`config.mk`:
```
export PLATFORM = sky130hd
export DESIGN_NAME = fault_hold_latch
export DESIGN_NICKNAME = d
export VERILOG_FILES = /design/src/rtl/fhl_pkg.sv /design/src/rtl/fhl_debounce.sv /design/src/rtl/fhl_release_timer.sv /design/src/rtl/fhl_trip_counter.sv /design/src/rtl/fault_hold_latch.sv
export SDC_FILE = /design/constraint.sdc
export NUM_CORES = 1
export LEC_CHECK = 0
export BUFFER_PORTS_ARGS = -buffer_cell sky130_fd_sc_hd__buf_2
export CAP_MARGIN = 5
export CORE_ASPECT_RATIO = 1.2
export CORE_MARGIN = 4
export CORE_UTILIZATION = 45
export CTS_CLUSTER_SIZE = 20
export DETAILED_ROUTE_END_ITERATION = 6
export GPL_ROUTABILITY_DRIVEN = 0
export HOLD_SLACK_MARGIN = 0.02
export PLACE_DENSITY = 0.68
export SYNTH_ARGS = -nofsm -noshare
export SYNTH_HDL_FRONTEND = slang
export SYNTH_SLANG_ARGS = --single-unit
export TNS_END_PERCENT = 20
```
`constraint.sdc`:
```
create_clock -name clk -period 4 [get_ports clk]
set_input_delay 0.6 -clock clk [delete_from_list [all_inputs] [get_ports clk]]
set_output_delay 0.6 -clock clk [all_outputs]
set_load 0.05 [all_outputs]
```
`src/rtl/fhl_pkg.sv`:
```
// Shared types and default sizes for the fault hold latch.
package fhl_pkg;
    typedef enum logic {
        HOLD_IDLE    = 1'b0,
        HOLD_TRIPPED = 1'b1
    } hold_state_e;

    localparam int DEF_DELAY_W = 16;
    localparam int DEF_TRIP_W  = 8;
    localparam int DEF_DB_LEN  = 4;
endpackage

```
`src/rtl/fhl_debounce.sv`:
```
// Debounce: stable_o is high while raw_i has been sampled high on the
// last LEN consecutive edges. Assumes LEN >= 1 and synchronous raw_i.
module fhl_debounce #(
    parameter int LEN = 4
) (
    input  logic clk,
    input  logic rst_n,
    input  logic raw_i,
    output logic stable_o
);
    localparam int CW = $clog2(LEN + 1);
    localparam logic [CW-1:0] TOP = CW'(LEN);

    logic [CW-1:0] run_q;

    // Count consecutive high samples, saturating at LEN; a low sample restarts.
    always_ff @(posedge clk) begin
        if (!rst_n)           run_q <= '0;
        else if (!raw_i)      run_q <= '0;
        else if (run_q != TOP) run_q <= run_q + CW'(1);
    end

    assign stable_o = (run_q == TOP);

    AST_LOW_RESTARTS: assert property (@(posedge clk) disable iff (!rst_n)
        !raw_i |=> !stable_o);
    AST_STABLE_NEEDS_HIGH: assert property (@(posedge clk) disable iff (!rst_n)
        $rose(stable_o) |-> $past(raw_i));
endmodule

```
`src/rtl/fhl_release_timer.sv`:
```
// Release timer: while the fault is latched, auto-release is enabled and
// the raw condition is absent, counts a loaded delay down to zero.
// expired_o marks the cycle in which the release may take effect.
// Assumes delay_i is steady while a countdown is in progress.
module fhl_release_timer #(
    parameter int DW = 16
) (
    input  logic          clk,
    input  logic          rst_n,
    input  logic          latched_i,
    input  logic          armed_i,
    input  logic          raw_i,
    input  logic [DW-1:0] delay_i,
    output logic          expired_o
);
    logic [DW-1:0] rem_q;
    logic          counting;

    assign counting = latched_i && armed_i && !raw_i;

    // Reload whenever counting is interrupted; otherwise step down to zero.
    always_ff @(posedge clk) begin
        if (!rst_n)              rem_q <= '0;
        else if (!counting)      rem_q <= delay_i;
        else if (rem_q != '0)    rem_q <= rem_q - DW'(1);
    end

    assign expired_o = counting && (rem_q == '0);

    AST_RELOAD_ON_RETURN: assert property (@(posedge clk) disable iff (!rst_n)
        (latched_i && raw_i) |=> (rem_q == $past(delay_i)));
    AST_NO_EXPIRE_DISARMED: assert property (@(posedge clk) disable iff (!rst_n)
        !armed_i |-> !expired_o);
endmodule

```
`src/rtl/fhl_trip_counter.sv`:
```
// Trip counter: saturating event count, cleared only by reset.
module fhl_trip_counter #(
    parameter int CW = 8
) (
    input  logic          clk,
    input  logic          rst_n,
    input  logic          bump_i,
    output logic [CW-1:0] count_o
);
    localparam logic [CW-1:0] MAXV = {CW{1'b1}};

    logic [CW-1:0] cnt_q;

    // Add one per event until the maximum is reached.
    always_ff @(posedge clk) begin
        if (!rst_n)                       cnt_q <= '0;
        else if (bump_i && cnt_q != MAXV) cnt_q <= cnt_q + CW'(1);
    end

    assign count_o = cnt_q;

    AST_NO_OVERFLOW: assert property (@(posedge clk) disable iff (!rst_n)
        (cnt_q == MAXV) |=> (cnt_q == MAXV));
    AST_STEP_OF_ONE: assert property (@(posedge clk) disable iff (!rst_n)
        1'b1 |=> (cnt_q == $past(cnt_q) || cnt_q == $past(cnt_q) + CW'(1)));
endmodule

```
`src/rtl/fault_hold_latch.sv`:
```
// Fault hold latch for one protection channel: debounces the raw condition,
// latches it, releases on clear or a timed auto-release, and counts trips.
// Assumes inputs synchronous to clk; reset is synchronous and active low.
module fault_hold_latch
    import fhl_pkg::*;
#(
    parameter int DEBOUNCE_LEN = DEF_DB_LEN,
    parameter int DELAY_W      = DEF_DELAY_W,
    parameter int TRIP_W       = DEF_TRIP_W
) (
    input  logic               clk,
    input  logic               rst_n,
    input  logic               cond_in,
    input  logic               clear_in,
    input  logic               auto_en,
    input  logic [DELAY_W-1:0] release_delay,
    output logic               fault_out,
    output logic [TRIP_W-1:0]  trip_count
);
    hold_state_e state_q;
    logic        stable;
    logic        expired;
    logic        set_evt;

    fhl_debounce #(.LEN(DEBOUNCE_LEN)) db_i (
        .clk      (clk),
        .rst_n    (rst_n),
        .raw_i    (cond_in),
        .stable_o (stable)
    );

    fhl_release_timer #(.DW(DELAY_W)) rt_i (
        .clk       (clk),
        .rst_n     (rst_n),
        .latched_i (state_q == HOLD_TRIPPED),
        .armed_i   (auto_en),
        .raw_i     (cond_in),
        .delay_i   (release_delay),
        .expired_o (expired)
    );

    // A trip is taken only when idle, debounced, and not overridden by clear.
    assign set_evt = (state_q == HOLD_IDLE) && stable && !clear_in;

    fhl_trip_counter #(.CW(TRIP_W)) tc_i (
        .clk     (clk),
        .rst_n   (rst_n),
        .bump_i  (set_evt),
        .count_o (trip_count)
    );

    // Latch state: clear first, then set, then timed release.
    always_ff @(posedge clk) begin
        if (!rst_n)                                     state_q <= HOLD_IDLE;
        else if (clear_in)                              state_q <= HOLD_IDLE;
        else if (set_evt)                               state_q <= HOLD_TRIPPED;
        else if (state_q == HOLD_TRIPPED && expired)    state_q <= HOLD_IDLE;
    end

    assign fault_out = (state_q == HOLD_TRIPPED);

    AST_HOLD_UNTIL_RELEASE: assert property (@(posedge clk) disable iff (!rst_n)
        (fault_out && !clear_in && !expired) |=> fault_out);
    AST_NO_AUTO_WHEN_OFF: assert property (@(posedge clk) disable iff (!rst_n)
        (fault_out && !clear_in && !auto_en) |=> fault_out);
    AST_CLEAR_WINS: assert property (@(posedge clk) disable iff (!rst_n)
        clear_in |=> !fault_out);
    AST_SET_NEEDS_DEBOUNCE: assert property (@(posedge clk) disable iff (!rst_n)
        $rose(fault_out) |-> $past(stable));
    AST_RISE_COUNTED: assert property (@(posedge clk) disable iff (!rst_n)
        ($rose(fault_out) && $past(trip_count) != {TRIP_W{1'b1}})
        |-> (trip_count == $past(trip_count) + TRIP_W'(1)));
endmodule

```
==> results of run 1 <==
[layer usage]
metal / track usage, % / vias to the layer above
li1: - / 670
met1: 19.70 / 588
met2: 25.80 / 20
met3: 2.048 / 4
met4: 4.534 / 0
met5: 0 / -
[cells by family after synthesis]
logic type | count (synthesis) | share of synthesized area (%)
compound gates | 35 | 15.58
xor+xnor | 16 | 9.911
fa+ha+maj | 4 | 3.540
buf+inv | 11 | 3.452
flops | 28 | 39.65
mux | 1 | 0.7080
simple gates | 78 | 27.17
[state kept, by name (all words and copies together), names as in the netlist]
register	count
rt_i.rem_q	16
fault_out	1
tc_i.count_o	8
db_i.run_q	3
[critical path: cells and delay by family, from the launching register on]
kind | cells | cell delay [ns]
and+or+nand+nor | 4 | 1.63
DFF | 1 | 0.39
AOI/OAI and AO/OA | 1 | 0.07
[power groups by stage]
stage | sequential [mW] | clock (mW) | combinational [mW]
after floorplan | 0.303 | 0 | 0.0376
after global placement | 0.304 | 0 | 0.0532
after detailed placement | 0.305 | 0 | 0.0547
after CTS | 0.299 | 0.116 | 0.0550
after global routing | 0.301 | 0.126 | 0.0626
final | 0.299 | 0.113 | 0.0541
[worst min-delay path by stage]
stage / slack [ns] / from / endpoint
6_report: 0.44 / clear_in / fault_out
5_1_grt: 0.43 / clear_in / fault_out
4_1_cts: 0.43 / clear_in / fault_out
3_5_place_dp: 0.48 / rt_i.rem_q[1] / rt_i.rem_q[1]
3_3_place_gp: 0.46 / rt_i.rem_q[4] / rt_i.rem_q[4]
2_1_floorplan: 0.45 / rt_i.rem_q[4] / rt_i.rem_q[4]
[placed cells by master (no fill, tap or decap), types with 5 or more instances in the layout]
cell type / n
buf_2: 29
dfxtp_1: 28
nor2_1: 27
nand2_1: 15
xnor2_1: 12
nor3_1: 10
a211oi_1: 10
a21oi_1: 10
o21ai_0: 8
inv_1: 7
nand3_1: 6
or3_1: 5
[final cells by class]
class,count,area (µm²),area share (%)
inverters,7,26.28,1.630
well taps,36,45.04,2.795
clock buffers,3,22.52,1.398
repair buffers,30,152.6,9.472
flip-flops and latches,28,560.5,34.78
multi-input cells,134,804.5,49.92
[stage by stage]
step / power, mW / hold slack (ns) / utilization (%)
floorplan: 0.3402 / 0.4503 / -
global placement: 0.3576 / 0.4632 / 52.48
detailed placement: 0.3599 / 0.4823 / 52.48
CTS: 0.4699 / 0.4342 / 53.22
global route: 0.4898 / 0.4309 / 53.22
finish: 0.4665 / 0.4371 / 53.22
==> impl_metrics.toml, run 1 <==
[synth]
yosys-top-cells-area = "dfxtp_1 40%, xnor2_1 7.4%, nor2_1 7.2%"
syn_nets = 198
synth_top_cell_by_area = "dfxtp_1"
syn_inst = 173
yosysWarnings = 0
synth_ff_type = "dfxtp_1"
synth_most_common_cell = "dfxtp_1"
synth_commonest_cells = "28 x dfxtp_1, 27 x nor2_1, 15 x nand2_1"
synth_enable_flop_cells = 0
async_flop_share_pct = 0
netlist.area_leader.share_pct = 39.65
syn_avg_cell_area_um2 = 8.173
yosysUniqueCellTypes = 33
seq_area_frac_synth_pct = 39.65
synth.cell_area_um2 = 1414
synth_seq_cells = 28

[timing]
setup_viol = 0
slew_viol_final = 0
maxSlewHeadroom_pct = 59.89
finalCritPeriodShare_pct = 54.83
worst_pin_slew_ns = 0.5936
timing_hold_violations_final = 0
setup_tns_ns = 0
clock_skew_ns = 0.007839
fin_crit_ns = 2.193
worst_slack_ns = 1.807
max_freq_ghz = 0.4559
rsz0062_at_grt = "no"

[pwr]
p_int_uw = 351.8
pwr-share-clk_pct = 24.3
peakVddDrop_uv = 204.4
pwr-share-seq_pct = 64.1
switching_power_uw = 114.7
p_sw_share_pct = 24.59
p_leak_nw = 0.6261
combPwrFrac_pct = 11.6
powerDensity_nw_per_um2 = 289.5

[drt]
vias_per_cell = 5.387
drt-met1-wl_mm = 1.318
wl_mm = 2.941
num_vias = 1282
route.met3.wl_um = 128
drc = 0
ant_nets = 0
top_layer = "met4"
first_iter_violations = 38
dr.pass1.iters = 4
wire_per_inst_um = 12.36
met2_length_mm = 1.458

[cts]
clock-sinks = 28
cts.hold.buffers_added = 0
clock_path_buffers = 2
post_cts_resized = 0
path_clk_slew_ns = 0.15
cts_buffers = 3
clk_latency_ns = 0.32
post_cts_buffers = 0
cts_tree = "yes"
root_buffer = "clkbuf_4"
htree_levels = 1

[placed_design]
place_area_um2 = 1589
io_buffers = 29
hpwl_mm = 2.239
place_ws_ns = 1.808
placed_cells = 235

[global_route]
grt_use_total_pct = 15.27
globalRouteOverflowTotal = 0
grt_start_max_net_pins = 29
grt_pass1_wl_mm = 5.092
grt_pass1_vias = 1209
grt_antenna_before_repair = 0

[final_layout]
layout-drive-gt1-share_pct = 18.32
layoutNonFillerInstCount = 238
design_area_um2 = 1612
diodes = 0
nFillCells = 310
synthToLayoutAreaGrowth_pct = 13.98
final_nets = 229

[setup_path]
worst_setup_path_end_kind = "flip-flop"
crit_arrival_ns = 2.40
endpoint = "rt_i.rem_q[7]"
critPathMaxStageDelay_ns = 0.56
worstPathMaxFanout = 9
crit_start = "rt_i.rem_q[10]"
r2r-end = "rt_i.rem_q[7]"
start_kind = "flip-flop"
r2r_cells = 5
reg2reg_from = "rt_i.rem_q[10]"
critPathSlowestCell = "or4_4"
critPathKind = "flip-flop to flip-flop"
crit_chain = "or4_4, or3_4, or3_1, nand2_2, a211oi_1"
crit_required_ns = 4.20
r2r_slack_ns = 1.81

[hold_path]
hold_class = "primary input to flip-flop"
hold_depth = 2

[floorplanning]
die_x_um = 59.17
die_height_um = 69.40
die_area_um2 = 4106
io_pins = 30
row_count = 22
start_util_pct = 46.69
core_area_um2 = 3028

[status]
outcome = "completed"

[flow_run]
cap_violations = 0
(Power assumes the default switching activity.)
==> run 2, diff against run 1 <==
- clock period: 4 -> 2.2 ns (I/O delays scaled with it)
==> impl_metrics.toml, run 2 (synthesis results as in run 1) <==
[flow_run]
cap_violations = 0

[status]
outcome = "completed"

[floorplanning]
row_count = 22
start_util_pct = 46.69
die_height_um = 69.40
die_area_um2 = 4106
io_pins = 30
core_area_um2 = 3028
die_x_um = 59.17

[drt]
num_vias = 1291
drc = 0
ant_nets = 0
wire_per_inst_um = 11.79
dr.pass1.iters = 4
wl_mm = 2.864
vias_per_cell = 5.313
first_iter_violations = 50

[setup_path]
path_delay_family = "simple AND/OR/NAND/NOR gates"
critPathSlowestCell = "or4_4"
worstPathMaxFanout = 9
start_kind = "flip-flop"
critPathKind = "flip-flop to flip-flop"
path_buf_inv = 0
worst_setup_path_end_kind = "flip-flop"
r2r_slack_ns = 0.06
crit_arrival_ns = 2.34
crit_chain = "or4_4, or3_4, or3_1, nand2_2, a211oi_1"
r2r_cells = 5
crit_required_ns = 2.41
reg2reg_from = "rt_i.rem_q[11]"
r2r-end = "rt_i.rem_q[14]"
critPathMaxStageDelay_ns = 0.53

[pwr]
powerDensity_nw_per_um2 = 537.4
p_leak_nw = 0.6523
peakVddDrop_uv = 435.9

[global_route]
grtUsageMet1_pct = 18.37
grt_pass1_vias = 1235
busiest_layer = "met2"
grt_util_met2_pct = 25.31
grt_antenna_before_repair = 0
globalRouteOverflowTotal = 0
grt_pass1_wl_mm = 5.016
grt_use_met3_pct = 2.793
grt_start_max_net_pins = 29
grt_use_total_pct = 15.25

[timing]
fin_crit_ns = 2.135
clock_skew_ns = 0.009764
timing_hold_violations_final = 0
max_freq_ghz = 0.4684
slew_viol_final = 0
rsz0062_at_grt = "no"
setup_viol = 0
finalCritPeriodShare_pct = 97.05
worst_pin_slew_ns = 0.4455
maxSlewHeadroom_pct = 70.07
setup_tns_ns = 0

[cts]
htree_levels = 1
post_cts_resized = 0
post_cts_buffers = 0
cts.hold.buffers_added = 0
clock_path_buffers = 2
cts_buffers = 3
clk_latency_ns = 0.33
root_buffer = "clkbuf_4"
clock-sinks = 28
path_clk_slew_ns = 0.15
cts_tree = "yes"

[placed_design]
io_buffers = 29
hpwl_mm = 2.211

[hold_path]
hold_class = "primary input to flip-flop"
hold_depth = 2
hold_path_end = "fault_out"
hold_path_startpoint = "clear_in"

[final_layout]
final_util_pct = 54.67
final_cell_mix = "29 x buf_2, 28 x dfxtp_1, 27 x nor2_1, 15 x nand2_1, 12 x xnor2_1"
layout-drive-gt1-share_pct = 20.29
final_nets = 233
largest_reg_flops = 16
synthToLayoutAreaGrowth_pct = 17.08
final_common_cell = "buf_2"
largest-register = "rt_i.rem_q"
diodes = 0
==> run 2: worst max-delay path by stage <==
stage	slack, ns	cells past startpoint	startpoint	to
CTS	0.06	5	rt_i.rem_q[11]	rt_i.rem_q[14]
global route	0.02	5	rt_i.rem_q[11]	rt_i.rem_q[14]
global placement	0.14	5	rt_i.rem_q[11]	rt_i.rem_q[14]
floorplan	0.21	5	rt_i.rem_q[10]	rt_i.rem_q[2]
finish	0.06	5	rt_i.rem_q[11]	rt_i.rem_q[14]
detailed placement	0.09	5	rt_i.rem_q[11]	rt_i.rem_q[14]
==> run 2: where the power goes <==
group	internal [mW]	leakage [nW]	switching (mW)
registers	0.525	0.230	0.0172
clock network	0.101	0.0210	0.144
logic	0.0522	0.401	0.0496
total	0.679	0.652	0.211
==> run 2: layout make-up <==
type | count | area (µm²)
inverters | 7 | 26.28
repair buffers | 34 | 182.7
fillers | 294 | 1373
well taps | 36 | 45.04
flip-flops and latches | 28 | 560.5
clock buffers | 4 | 36.28
multi-input cells | 134 | 804.5
==> run 2: layer usage <==
layer / share of wire, % / up-vias
met5: 0 / -
met3: 5.1 / 5
li1: - / 683
met2: 49 / 28
met1: 43 / 575
met4: 2.1 / 0
==> run 2: stage by stage <==
| stage | setup slack, ns | power [mW] | hold slack [ns] | instance area [µm²] | std cells |
|---|---|---|---|---|---|
| 2_1_floorplan | 0.2117 | 0.6185 | 0.4093 | 1414 | 173 |
| 3_3_place_gp | 0.1423 | 0.6524 | 0.4687 | 1619 | 239 |
| 3_5_place_dp | 0.09011 | 0.6550 | 0.4686 | 1619 | 239 |
| 4_1_cts | 0.06242 | 0.9042 | 0.1499 | 1655 | 243 |
| 5_1_grt | 0.02124 | 0.9391 | 0.1376 | 1655 | 243 |
| 6_report | 0.06488 | 0.8896 | 0.1659 | 1655 | 243 |
==> run 2: worst register-to-register path, delay by kind of cell (launching register included) <==
kind               cells  cell delay [ns]
DFF                    1             0.37
AOI/OAI and AO/OA      1             0.08
and+or+nand+nor        4             1.58
